<file path="src/rtl/scl_rate_pkg.sv">
package scl_rate_pkg;
  typedef enum logic [1:0] {
    RATIO_1_1  = 2'd0,
    RATIO_1_2  = 2'd1,
    RATIO_9_16 = 2'd2
  } ratio_t;

  function automatic ratio_t pick_ratio(input logic fast, input logic duty);
    if (!fast)    return RATIO_1_1;
    else if (duty) return RATIO_9_16;
    else          return RATIO_1_2;
  endfunction
endpackage

</file>
<file path="src/rtl/scl_phase_len.sv">
module scl_phase_len
  import scl_rate_pkg::*;
#(
  parameter int CW = 12,
  localparam int LW = CW + 4
) (
  input  logic [CW-1:0] ccr,
  input  logic          fast,
  input  logic          duty,
  output logic [LW-1:0] hi_len,
  output logic [LW-1:0] lo_len
);
  logic [LW-1:0] unit;
  ratio_t        ratio;

  always_comb begin
    unit  = (ccr == '0) ? LW'(1) : LW'(ccr);
    ratio = pick_ratio(fast, duty);
    unique case (ratio)
      RATIO_1_2: begin
        hi_len = unit;
        lo_len = unit << 1;
      end
      RATIO_9_16: begin
        hi_len = (unit << 3) + unit;
        lo_len = unit << 4;
      end
      default: begin
        hi_len = unit;
        lo_len = unit;
      end
    endcase
  end
endmodule

</file>
<file path="src/rtl/scl_phase_ctr.sv">
module scl_phase_ctr #(
  parameter int LW = 16
) (
  input  logic          clk,
  input  logic          rst_n,
  input  logic          en,
  input  logic [LW-1:0] hi_in,
  input  logic [LW-1:0] lo_in,
  output logic          scl,
  output logic          hi_pulse,
  output logic          lo_pulse
);
  logic          active;
  logic          in_high;
  logic          first;
  logic [LW-1:0] remain;
  logic [LW-1:0] hold_hi;
  logic          at_end;
  logic          new_period;

  assign at_end     = (remain == '0);
  assign new_period = !active || (in_high && at_end);

  always_ff @(posedge clk or negedge rst_n) begin
    if (!rst_n) begin
      active  <= 1'b0;
      in_high <= 1'b0;
      first   <= 1'b0;
      remain  <= '0;
      hold_hi <= LW'(1);
    end else if (!en) begin
      active  <= 1'b0;
      in_high <= 1'b0;
      first   <= 1'b0;
      remain  <= '0;
    end else if (new_period) begin
      active  <= 1'b1;
      in_high <= 1'b0;
      first   <= 1'b1;
      remain  <= lo_in - LW'(1);
      hold_hi <= hi_in;
    end else if (!in_high && at_end) begin
      in_high <= 1'b1;
      first   <= 1'b1;
      remain  <= hold_hi - LW'(1);
    end else begin
      first   <= 1'b0;
      remain  <= remain - LW'(1);
    end
  end

  assign scl      = !active || in_high;
  assign hi_pulse = active && first && in_high;
  assign lo_pulse = active && first && !in_high;


  hold_nonzero_chk: assert property (@(posedge clk) disable iff (!rst_n)
    active |-> (hold_hi != '0));


  hold_stable_chk: assert property (@(posedge clk) disable iff (!rst_n)
    (active && !lo_pulse) |-> $stable(hold_hi));
endmodule

</file>
<file path="src/rtl/scl_rate_gen.sv">
module scl_rate_gen #(
  parameter int CW = 12
) (
  input  logic          clk,
  input  logic          rst_n,
  input  logic          enable,
  input  logic [CW-1:0] divisor,
  input  logic          fast_mode,
  input  logic          duty_169,
  output logic          scl,
  output logic          high_start,
  output logic          low_start
);
  localparam int LW = CW + 4;

  logic [LW-1:0] hi_len;
  logic [LW-1:0] lo_len;

  scl_phase_len #(.CW(CW)) u_len (
    .ccr    (divisor),
    .fast   (fast_mode),
    .duty   (duty_169),
    .hi_len (hi_len),
    .lo_len (lo_len)
  );

  scl_phase_ctr #(.LW(LW)) u_ctr (
    .clk      (clk),
    .rst_n    (rst_n),
    .en       (enable),
    .hi_in    (hi_len),
    .lo_in    (lo_len),
    .scl      (scl),
    .hi_pulse (high_start),
    .lo_pulse (low_start)
  );


  idle_high_chk: assert property (@(posedge clk) disable iff (!rst_n)
    !enable |=> (scl && !high_start && !low_start));


  start_low_chk: assert property (@(posedge clk) disable iff (!rst_n)
    $rose(enable) |=> (low_start && !scl));


  strobe_excl_chk: assert property (@(posedge clk) disable iff (!rst_n)
    !(high_start && low_start));


  hi_single_chk: assert property (@(posedge clk) disable iff (!rst_n)
    high_start |=> !high_start);


  lo_single_chk: assert property (@(posedge clk) disable iff (!rst_n)
    low_start |=> !low_start);


  strobe_level_chk: assert property (@(posedge clk) disable iff (!rst_n)
    (high_start |-> scl) and (low_start |-> !scl));
endmodule

</file>
<file path="config.mk">
export PLATFORM = sky130hd
export DESIGN_NAME = scl_rate_gen
export DESIGN_NICKNAME = d
export VERILOG_FILES = /design/src/rtl/scl_rate_pkg.sv /design/src/rtl/scl_phase_len.sv /design/src/rtl/scl_phase_ctr.sv /design/src/rtl/scl_rate_gen.sv
export SDC_FILE = /design/constraint.sdc
export NUM_CORES = 1
export LEC_CHECK = 0
export BUFFER_PORTS_ARGS = -buffer_cell sky130_fd_sc_hd__buf_2
export CORE_ASPECT_RATIO = 1.75
export CORE_MARGIN = 8
export CORE_UTILIZATION = 45
export DETAILED_ROUTE_END_ITERATION = 8
export PLACE_DENSITY = 0.74
export SLEW_MARGIN = 20
export SYNTH_ARGS = -nofsm -noshare
export SYNTH_HDL_FRONTEND = slang
export SYNTH_HIERARCHICAL = 1
export SYNTH_SLANG_ARGS = --single-unit
</file>
<file path="constraint.sdc">
create_clock -name clk -period 3.9 [get_ports clk]
set_clock_uncertainty 0.05 [all_clocks]
set_input_delay 0.39 -clock clk [delete_from_list [all_inputs] [get_ports clk]]
set_output_delay 0.39 -clock clk [all_outputs]
set_load 0.01 [all_outputs]
</file>
==> results of run 1 <==
synthesized netlist by cell type (4+ instances only):
master,n
a21oi_1,17
nor4_1,11
clkbuf_1,22
dfrtp_1,34
o21ai_0,5
xor2_1,5
o2bb2ai_1,4
a31oi_1,10
a31o_2,5
buf_6,6
nand2_1,19
and3_1,4
mux2_2,21
nand2b_1,4
a22o_1,5
mux2i_1,15
nor2_1,31
a22oi_1,4
a2bb2oi_1,6
xnor2_1,10
nor3_1,5
nand3_1,5
ha_1,6
inv_1,11
per-stage QoR:
step,hold slack (ns),std cells
after floorplan,0.0444,323
final,0.134,400
after CTS,0.153,400
after global routing,0.192,400
after detailed placement,0.445,394
after global placement,0.445,394
layout make-up:
class / instances / area (sq um)
Inverter: 11 / 41.3
Timing Repair Buffer: 25 / 140
Fill cell: 596 / 3170
Multi-Input combinational cell: 243 / 1780
Tap cell: 80 / 100
Sequential cell: 35 / 877
Clock buffer: 6 / 72.6
power groups by stage:
| stage | combinational (W) | clock [W] | sequential, W |
|---|---|---|---|
| 2_1_floorplan | 0.000262 | 0 | 0.000434 |
| 3_3_place_gp | 0.000318 | 0 | 0.000446 |
| 3_5_place_dp | 0.000325 | 0 | 0.000447 |
| 4_1_cts | 0.000327 | 0.000251 | 0.000441 |
| 5_1_grt | 0.000363 | 0.000266 | 0.000447 |
| 6_report | 0.000329 | 0.000242 | 0.000442 |
layer usage:
metal | GRT usage, % | up-vias | wire (microns)
li1 | - | 1176 | -
met1 | 16.1 | 1222 | 2780
met2 | 29.0 | 66 | 3820
met3 | 3.83 | 18 | 363
met4 | 10.3 | 0 | 295
met5 | 0 | - | 0
path summary, 6_finish.rpt:
kind	start	endpoint	slack (ns)	cells after the start
min in group clk	enable	u_ctr/active$_DFFE_PN0N_	0.32	1
min reg2reg	u_ctr/hold_hi[4]$_DFFE_PN0P_	u_ctr/hold_hi[4]$_DFFE_PN0P_	0.47	1
max in group asynchronous	rst_n	u_ctr/remain[6]$_DFF_PN0_	3.15	1
min	rst_n	u_ctr/remain[13]$_DFF_PN0_	0.13	1
max reg2reg	u_ctr/remain[15]$_DFF_PN0_	u_ctr/remain[10]$_DFF_PN0_	0.83	8
max	divisor[7]	u_ctr/hold_hi[9]$_DFFE_PN0P_	0.72	12
critical path, cell delays in order:
cell	delay [ns]
buf_2	0.24
nor2_1	0.10
a41oi_1	0.35
inv_1	0.11
ha_1	0.25
fa_1	0.42
maj3_2	0.34
a21oi_2	0.27
a2bb2oi_1	0.23
xnor2_1	0.09
mux2_2	0.26
mux2_2	0.26
flip-flops by register name, summed over array words and instances (netlist names):
register / flops
u_ctr/remain: 16
u_ctr/first: 1
u_ctr/active: 1
u_ctr/hold_hi: 16
u_ctr/in_high: 1
kinds of logic (layout without fill, tap and decap cells):
group / Yosys count / in the layout / synth area share [%]
xor+xnor: 15 / 15 / 4.57
buf+inv: 45 / 42 / 7.70
simple gates: 99 / 99 / 17.7
compound gates: 80 / 80 / 20.5
flops: 35 / 35 / 30.5
mux: 38 / 38 / 14.2
fa+ha+maj: 11 / 11 / 4.74
==> out/results.env, run 1 <==
RUN_STATUS='completed'
FINAL_CELL_MIX='dfrtp_1, nor2_1, mux2_2'
POWER.DENSITY_CELL_AREA_nW_PER_UM2=337
GRT_PASS1_WL_MM=12.2
PART_OF_THE_POWER_IN_REGISTERS_PCT=43.7
POST_CTS_HOLD_BUFFER_COUNT=0
VIA_PER_INST=6.21
UNREPAIRED_SETUP_ENDPOINTS_AFTER_GLOBAL_ROUTING='no'
COUNT_OF_TRITONROUTE_ITERATIONS_IN_THE_FIRST_ROUTING_PASS=4
INITIAL_CORE_UTILIZATION_PCT=46.5
YS.FLOP_TYPE='dfrtp_1'
DIE-HEIGHT_MICRONS=122
LARGEST_NET_DEGREE_AT_THE_START_OF_GLOBAL_ROUTING=36
SWITCHINGPOWER_W=0.000342
HTREE_NUM_LEVELS=2
SYNTH_FP_NETS=347
ROUTE.FINAL.WIRE_LENGTH_MM=7.25
SYNTH.TOP_CELLS.BY_AREA='dfrtp_1, mux2_2, mux2i_1'
TIMING.FINAL.CRIT_PERIOD_NS=3.18
WORST_SLACK_NS=0.716
CLOCK_LATENCY_NS=0.29
INITIALDRTVIOLATIONCOUNT=155
CLOCK-SINKS=35
CTS-RESIZED-GATES=0
LAYOUT.CELLS.MOST_COMMON='dfrtp_1'
WORST-SLEW-PIN-TRANSITION_NS=0.797
ANTENNA_FOUND_INITIAL=0
CTS_BUFFER_DEPTH=2
SEQ_AREA_FRAC_SYNTH_PCT=30.5
WORSTPATHARRIVAL_NS=3.31
POSTROUTEANTENNANETS=0
SYNTH.CELL_AREA_SQ_UM=2880
NUMBER_OF_NETS_IN_THE_FINISHED_DESIGN=345
CLOCK_POWER_SHARE_PCT=23.9
CTS_TREE='done'
SLEW_HEADROOM_PCT=46.9
FINAL_MAX_SLEW_VIOL_COUNT=0
CLOCK_SLEW_AT_THE_REGISTER_CLOCK_PINS_OF_THE_WORST_SETUP_AND_HOLD_PATHS_NS=0.07
GP_CONGESTION=0.922
GRT_OVERFLOW_TOTAL=0
GRT_USAGE_PCT=16.0
CRIT_REQUIRED_NS=4.03
POST_CTS_BUFFERS=0
CRITICAL_PATH.ENDPOINT_TYPE='flop'
AVGROUTEDWIREPERCELL_MICRONS=18.1
VIAS=2482
DIEWIDTH_MICRONS=76.4
SETUP_TNS_NS=0
POSTSYNTHREGISTERBITS=35
POST_SYNTH_NUM_CELL_TYPES=63
SYNTH_TOP_CELL_BY_AREA='dfrtp_1'
DRC=0
FINISH.INSTANCE_AREA_SQ_UM=3010
FINAL-HOLD-VIOLATION-COUNT=0
MAXCAPVIOLCOUNT=0
HPWLAFTERDP_MM=5.42
FRACTION_OF_SYNTHESIS_FLOPS_USING_AN_ASYNCHRONOUS_SET_OR_RESET_PIN_PCT=100
SETUP_VIOLATIONS=0
PLACE_WS_NS=0.430
GRT_PASS1_VIAS=2487
SYNTH.YOSYS.WARNINGS=6
CTSROOTBUFFERMASTER='clkbuf_8'
SYNTH_ENABLE_FLOP_CELLS=0
ROWS=38
LAYOUT.CORE_UTILIZATION_PCT=48.7
CORE_SQ_UM=6180
CRITICAL_PATH.MAX_FANOUT=14
SWITCHING_SHARE_PCT=33.8
INTERNAL_POWER_W=0.000671
INSERTEDDIODECOUNT=0
NUMCTSBUFFERS=5
HOLDCRITPATHCLASS='input pin to asynchronous set/reset pin'
CRITPATHKIND='input pin to flop'
TOTALPOWERFINAL_W=0.00101
SHARE_OF_CELLS_ABOVE_DRIVE_STRENGTH_1_PCT=20.9
PIN_COUNT=20
WORST_IR_DROP_VDD_uV=176
TOTAL_LEAKAGE_POWER_nW=1.27
SYNTH_TOP_AREA_SHARE_PCT=29.6
BUFFER_PORTS.INSERTED=19
POWER.SHARE.COMBINATIONAL_PCT=32.5
PLACED_AREA_SQ_UM=2940
POSTSYNTHAREAPERCELL_SQ_UM=8.90
POST-ROUTE-PERIOD-UTIL_PCT=81.7
DIE_AREA_SQ_UM=9300
SYN2LAYOUT_AREA_GROWTH_PCT=4.61
SYNTH_CELLS=323
HIGHEST_ACHIEVABLE_CLOCK_RATE_GHz=0.314
SETUP.WORST_PATH.START_CLASS='input pin'
(Power assumes the default switching activity.)
==> inputs of run 2 (changes only) <==
Settings changed: PLACE_DENSITY 0.74 to 0.77.
Clock period 3.9 ns to 2.8 ns, I/O delays scaled along.
==> out/results.env, run 2 (synthesized netlist as in run 1, its figures left out) <==
RUN_STATUS='completed'  # unchanged
VIA_PER_INST=6.10  # was 6.21
CRITICAL_PATH.N_BUFFERS_INVERTERS=2  # unchanged
BUFFER_PORTS.INSERTED=19  # unchanged
NUMBER_OF_NETS_IN_THE_FINISHED_DESIGN=382  # was 345
INITIALDRTVIOLATIONCOUNT=173  # was 155
TOTALPOWERFINAL_W=0.00160  # was 0.00101 W
GRT_PASS1_VIAS=2748  # was 2487
CRITICAL_PATH.TOP_DELAY_FAMILY='simple AND/OR/NAND/NOR gates'  # was adder cells
CTS_TREE='done'  # unchanged
CLOCK-SINKS=35  # unchanged
HTREE_NUM_LEVELS=2  # unchanged
TIMING.FINAL.CRIT_PERIOD_NS=2.79
ROUTE.FINAL.WIRE_LENGTH_MM=7.96  # was 7.25 mm
POSTROUTEANTENNANETS=0  # unchanged
DIE-HEIGHT_MICRONS=122  # unchanged
SLEW_HEADROOM_PCT=46.1  # was 46.9%
CTSROOTBUFFERMASTER='clkbuf_8'  # unchanged
CLOCK_LATENCY_NS=0.29  # about the same
REG_TOP3='u_ctr/hold_hi: 16 flops, u_ctr/remain: 16 flops'  # unchanged
INTERNAL_POWER_W=0.00106  # was 0.000671 W
CTS_BUFFER_DEPTH=2  # unchanged
LAYOUT.CELLS.MOST_COMMON='buf_4'  # was dfrtp_1
SYN2LAYOUT_AREA_GROWTH_PCT=19.1  # was 4.61%
HPWLAFTERDP_MM=5.95  # was 5.42 mm
SWITCHINGPOWER_W=0.000538  # was 0.000342 W
CRIT_SLOWEST_CELL='or4_4'  # was fa_1
CRITICAL_PATH.REG2REG.STARTPOINT='u_ctr/remain[15]$_DFF_PN0_'  # unchanged
INSERTEDDIODECOUNT=0  # unchanged
DIEWIDTH_MICRONS=76.4  # unchanged
CRITICAL_PATH.MAX_FANOUT=14  # unchanged
MAXCAPVIOLCOUNT=0  # unchanged
CORE_SQ_UM=6180  # unchanged
AVGROUTEDWIREPERCELL_MICRONS=18.1  # about the same
CLOCK_POWER_SHARE_PCT=25.9  # was 23.9%
GP_CONGESTION=0.927  # was 0.922
FINAL_MAX_SLEW_VIOL_COUNT=0  # unchanged
CLOCK_SLEW_AT_THE_REGISTER_CLOCK_PINS_OF_THE_WORST_SETUP_AND_HOLD_PATHS_NS=0.07  # about the same
INITIAL_CORE_UTILIZATION_PCT=46.5  # unchanged
DIE_AREA_SQ_UM=9300  # unchanged
LAYOUT.CORE_UTILIZATION_PCT=55.4  # was 48.7%
FINAL_CELL_MIX='buf_4, dfrtp_1, nor2_1'  # was dfrtp_1, nor2_1, mux2_2
POWER.SHARE.COMBINATIONAL_PCT=35.2  # was 32.5%
ANTENNA_FOUND_INITIAL=0  # unchanged
CRITPATHMOSTFREQUENTCELL='buf_4'  # was mux2_2
CRITPATHKIND='flop to flop'  # was input pin to flop
POST-ROUTE-PERIOD-UTIL_PCT=99.8
DRC=0  # unchanged
GRT_OVERFLOW_TOTAL=0  # unchanged
POST_CTS_HOLD_BUFFER_COUNT=0  # unchanged
UNREPAIRED_SETUP_ENDPOINTS_AFTER_GLOBAL_ROUTING='yes'  # was no
WORST-SLEW-PIN-TRANSITION_NS=0.809  # was 0.797 ns
TOTAL_LEAKAGE_POWER_nW=1.48  # was 1.27 nW
COUNT_OF_TRITONROUTE_ITERATIONS_IN_THE_FIRST_ROUTING_PASS=5  # was 4
ROWS=38  # unchanged
MAX_STAGE_DELAY_NS=0.56  # was 0.42 ns
CRITPATHLAUNCH='u_ctr/remain[15]$_DFF_PN0_'  # was divisor[7]
SETUP_VIOLATIONS=0  # unchanged
GRT_PASS1_WL_MM=12.8  # was 12.2 mm
WORST_IR_DROP_VDD_uV=305  # was 176 uV
LARGEST_NET_DEGREE_AT_THE_START_OF_GLOBAL_ROUTING=36  # unchanged
TIMING.CRITICAL_PATH.CELLS='nor4_1 > buf_4 > and4_1 > buf_4 > a31oi_2 > o2bb2ai_1 > or4_4 > or4_1 > and3_1'  # was buf_2 > nor2_1 > a41oi_1 > inv_1 > ha_1 > fa_1 > maj3_2 > a21oi_2 > a2bb2oi_1 > xnor2_1 > mux2_2 > mux2_2
PIN_COUNT=20  # unchanged
SWITCHING_SHARE_PCT=33.7  # was 33.8%
SETUP.WORST_PATH.START_CLASS='flop'  # was input pin
GRT_USAGE_PCT=17.0  # was 16.0%
CRITICAL_PATH.ENDPOINT_TYPE='flop'  # unchanged
SHARE_OF_CELLS_ABOVE_DRIVE_STRENGTH_1_PCT=32.6  # was 20.9%
WORST_SLACK_NS=0.00563  # was 0.716 ns
PLACE_WS_NS=-0.155  # was 0.430 ns
CRIT_REQUIRED_NS=2.94  # was 4.03 ns
HIGHEST_ACHIEVABLE_CLOCK_RATE_GHz=0.358
POWER.DENSITY_CELL_AREA_nW_PER_UM2=466  # was 337 nW/um^2
HOLDCRITPATHCLASS='input pin to asynchronous set/reset pin'  # unchanged
VIAS=2678  # was 2482
PART_OF_THE_POWER_IN_REGISTERS_PCT=38.9  # was 43.7%
WORSTPATHARRIVAL_NS=2.93  # was 3.31 ns
NUMCTSBUFFERS=5  # unchanged
FINAL-HOLD-VIOLATION-COUNT=0  # unchanged
==> run 2: worst register-to-register path, cell delays in order, from the launching register on <==
cell and delay (ns):
dfrtp_1 0.39, nor4_1 0.08, buf_4 0.15, and4_1 0.21, buf_4 0.21, a31oi_2 0.20
o2bb2ai_1 0.12, or4_4 0.56, or4_1 0.54, and3_1 0.20
==> run 2: path summary, 6_finish.rpt <==
check	slack [ns]	endpoint	depth (start not counted)
min	0.02	u_ctr/remain[12]$_DFF_PN0_	1
max	0.006	u_ctr/remain[10]$_DFF_PN0_	9
min in group clk	0.19	u_ctr/active$_DFFE_PN0N_	1
max in group asynchronous	2.16	u_ctr/remain[5]$_DFF_PN0_	1
max reg2reg	0.006	u_ctr/remain[10]$_DFF_PN0_	9
min reg2reg	0.47	u_ctr/hold_hi[8]$_DFFE_PN0P_	1
==> run 2: timing repair <==
action | CTS | global route
pin swaps | 0 | 1
setup endpoints to repair | 1 | 8
resized for setup | 1 | 10
setup buffers | 0 | 1
==> run 2: power by group through the flow <==
stage	logic (W)	clock network, W	registers, W
finish	0.000562	0.000413	0.000621
global route	0.000613	0.000445	0.000625
CTS	0.000536	0.000423	0.000614
detailed placement	0.000529	0	0.000623
global placement	0.000518	0	0.000621
floorplan	0.000371	0	0.000604
==> run 2: final cells by class <==
type	count	area [sq um]
timing repair buffer	62	430
tap	80	100
sequential	35	877
fill	554	2760
clock buffer	8	100
inverter	11	41.3
multi-input combinational	243	1880
==> run 2: metrics by stage <==
| step | instances | cell area, sq um | setup TNS [ns] | hold slack, ns |
|---|---|---|---|---|
| floorplan | 323 | 2910 | 0 | -0.0656 |
| global placement | 430 | 3240 | -0.135 | 0.348 |
| detailed placement | 430 | 3240 | -0.644 | 0.369 |
| CTS | 438 | 3350 | 0 | 0.0422 |
| global route | 439 | 3430 | -0.0811 | 0.0671 |
| finish | 439 | 3430 | 0 | 0.0227 |
==> run 2: per-layer routing <==
metal	global-route usage (%)	routed length, microns	up-vias
met2	32.4	4300	75
met4	12.7	426	0
met3	3.17	282	30
met5	0	0	-
li1	-	-	1255
met1	15.7	2960	1318
==> inputs of run 3 (changes only) <==
Settings changed: CTS_BUF_LIST set to sky130_fd_sc_hd__clkbuf_8.
==> out/results.env, run 3 (synthesized netlist as in run 1, its figures left out) <==
CTS_TREE='done'  # unchanged
CTSROOTBUFFERMASTER='clkbuf_8'  # unchanged
DIE_AREA_SQ_UM=9300  # unchanged
COUNT_OF_TRITONROUTE_ITERATIONS_IN_THE_FIRST_ROUTING_PASS=4  # was 5
REG2REG_TO='u_ctr/remain[10]$_DFF_PN0_'  # unchanged
TIMING.FINAL.CRIT_PERIOD_NS=2.79  # about the same
CRITICAL_PATH.MAX_FANOUT=14  # unchanged
CRITPATHKIND='flop to flop'  # unchanged
SLEW_HEADROOM_PCT=46.2  # was 46.1%
CRIT_REQUIRED_NS=2.93  # was 2.94 ns
WORSTPATHARRIVAL_NS=2.93  # about the same
SETUP_TNS_NS=0  # unchanged
PIN_COUNT=20  # unchanged
FINAL_CELL_MIX='buf_4, dfrtp_1, nor2_1'  # unchanged
MAX_STAGE_DELAY_NS=0.56  # about the same
VIA_PER_INST=6.05  # was 6.10
CLOCK-SINKS=35  # unchanged
HPWLAFTERDP_MM=5.95  # unchanged
GP_CONGESTION=0.927  # unchanged
RUN_STATUS='completed'  # unchanged
MAXCAPVIOLCOUNT=0  # unchanged
POSTROUTEANTENNANETS=0  # unchanged
TOTAL_LEAKAGE_POWER_nW=1.49  # was 1.48 nW
BUFFER_PORTS.INSERTED=19  # unchanged
INSERTEDDIODECOUNT=0  # unchanged
FINAL-HOLD-VIOLATION-COUNT=0  # unchanged
FINAL_MAX_SLEW_VIOL_COUNT=0  # unchanged
CORE_SQ_UM=6180  # unchanged
VIAS=2655  # was 2678
TOTALPOWERFINAL_W=0.00159  # was 0.00160 W
HOLDCRITPATHCLASS='input pin to asynchronous set/reset pin'  # unchanged
INITIALDRTVIOLATIONCOUNT=176  # was 173
DIE-HEIGHT_MICRONS=122  # unchanged
WORST-SLEW-PIN-TRANSITION_NS=0.807  # was 0.809 ns
FINAL.FILL_COUNT=554  # unchanged
GRT_OVERFLOW_TOTAL=0  # unchanged
HOLDWS_NS=0.0225  # was 0.0227 ns
POST-ROUTE-PERIOD-UTIL_PCT=99.8  # about the same
DRC=0  # unchanged
TIMING.CRITICAL_PATH.CELLS='nor4_1 > buf_4 > and4_1 > buf_4 > a31oi_2 > o2bb2ai_1 > or4_4 > or4_1 > and3_1'  # unchanged
SHARE_OF_CELLS_ABOVE_DRIVE_STRENGTH_1_PCT=32.6  # unchanged
GRT_PASS1_WL_MM=12.8  # unchanged
ROWS=38  # unchanged
HTREE_NUM_LEVELS=2  # unchanged
CLOCK_LATENCY_NS=0.29  # about the same
SYN2LAYOUT_AREA_GROWTH_PCT=19.1  # unchanged
WORST_SLACK_NS=0.00668  # was 0.00563 ns
LAYOUT.CELLS.MOST_COMMON='buf_4'  # unchanged
SETUP_VIOLATIONS=0  # unchanged
CLOCK_SLEW_AT_THE_REGISTER_CLOCK_PINS_OF_THE_WORST_SETUP_AND_HOLD_PATHS_NS=0.07  # about the same
REG_TOP3='u_ctr/hold_hi: 16 flops, u_ctr/remain: 16 flops'  # unchanged
SETUP.WORST_PATH.START_CLASS='flop'  # unchanged
UNREPAIRED_SETUP_ENDPOINTS_AFTER_GLOBAL_ROUTING='yes'  # unchanged
GRT_USAGE_PCT=17.0  # unchanged
LARGEST_NET_DEGREE_AT_THE_START_OF_GLOBAL_ROUTING=36  # unchanged
DIEWIDTH_MICRONS=76.4  # unchanged
CRITPATHMOSTFREQUENTCELL='buf_4'  # unchanged
ROUTE.FINAL.WIRE_LENGTH_MM=7.98  # was 7.96 mm
WORST_IR_DROP_VDD_uV=305  # about the same
R2R_SETUP_SLK_NS=0.007  # was 0.006 ns
PLACE_WS_NS=-0.155  # unchanged
CRITICAL_PATH.REG2REG.STARTPOINT='u_ctr/remain[15]$_DFF_PN0_'  # unchanged
ANTENNA_FOUND_INITIAL=0  # unchanged
NUMBER_OF_NETS_IN_THE_FINISHED_DESIGN=382  # unchanged
CTS_BUFFER_DEPTH=2  # unchanged
HIGHEST_ACHIEVABLE_CLOCK_RATE_GHz=0.358  # about the same
POWER.DENSITY_CELL_AREA_nW_PER_UM2=465  # was 466 nW/um^2
NUMBER_OF_CELL_INSTANCES_ON_THE_WORST_REGISTER_TO_REGISTER_PATH=9  # unchanged
CRIT_SLOWEST_CELL='or4_4'  # unchanged
NUMCTSBUFFERS=5  # unchanged
INITIAL_CORE_UTILIZATION_PCT=46.5  # unchanged
CRITICAL_PATH.ENDPOINT_TYPE='flop'  # unchanged
AVGROUTEDWIREPERCELL_MICRONS=18.2  # was 18.1 microns
GRT_PASS1_VIAS=2748  # unchanged
-- run 3: cell count changes in the layout (fill, tap and decap cells not counted) --
cell,previous run,this run
inv_1,11,12
clkbuf_1,1,0
-- run 3: per-stage QoR --
| step | std cells | area [sq um] | util [%] |
|---|---|---|---|
| 2_1_floorplan | 323 | 2910 | - |
| 3_3_place_gp | 430 | 3240 | 52.4 |
| 3_5_place_dp | 430 | 3240 | 52.4 |
| 4_1_cts | 438 | 3350 | 54.2 |
| 5_1_grt | 439 | 3430 | 55.4 |
| 6_report | 439 | 3430 | 55.4 |
-- run 3: worst max-delay path, delay by kind of cell (launching register included) --
kind	cells	cell delay [ns]
flip-flops	1	0.39
AND/OR/NAND/NOR	5	1.59
AO/OA/AOI/OAI	2	0.32
buffers and inverters	2	0.35
-- run 3: how the worst max path moves through the flow --
stage	start	endpoint	slack, ns	cells past startpoint
2_1_floorplan	divisor[10]	u_ctr/hold_hi[9]$_DFFE_PN0P_	0.01	12
4_1_cts	u_ctr/remain[15]$_DFF_PN0_	u_ctr/remain[15]$_DFF_PN0_	0.01	10
3_3_place_gp	divisor[1]	u_ctr/hold_hi[14]$_DFFE_PN0P_	-0.06	11
6_report	u_ctr/remain[15]$_DFF_PN0_	u_ctr/remain[10]$_DFF_PN0_	0.007	9
3_5_place_dp	divisor[1]	u_ctr/hold_hi[14]$_DFFE_PN0P_	-0.15	11
5_1_grt	u_ctr/remain[15]$_DFF_PN0_	u_ctr/remain[12]$_DFF_PN0_	-0.03	10
-- run 3: cell type report --
| class | count | area (sq um) | share of cell area, % |
|---|---|---|---|
| well taps | 80 | 100 | 2.92 |
| inverters | 11 | 41.3 | 1.21 |
| repair buffers | 62 | 430 | 12.6 |
| multi-input cells | 243 | 1880 | 54.8 |
| clock inverters | 1 | 3.75 | 0.110 |
| clock buffers | 7 | 96.3 | 2.81 |
| flip-flops and latches | 35 | 877 | 25.6 |
-- run 3: routing by layer --
layer / global-route usage [%] / wire length [microns]
met5: 0 / 0
met4: 12.7 / 413
met3: 3.17 / 280
met2: 32.4 / 4330
met1: 15.7 / 2950
-- run 3: power breakdown --
part,switching [W],internal (W),total [W]
sequential,0.0000497,0.000571,0.000621
clock,0.000188,0.000221,0.000409
combinational,0.000300,0.000263,0.000562
total,0.000538,0.00105,0.00159
-- run 3: repair_timing --
| action | in CTS | in global routing |
|---|---|---|
| resized for setup | 1 | 10 |
| pin swaps | 0 | 1 |
| hold buffers | 0 | 0 |
| setup buffers | 0 | 1 |
| endpoints found under the setup margin | 1 | 8 |
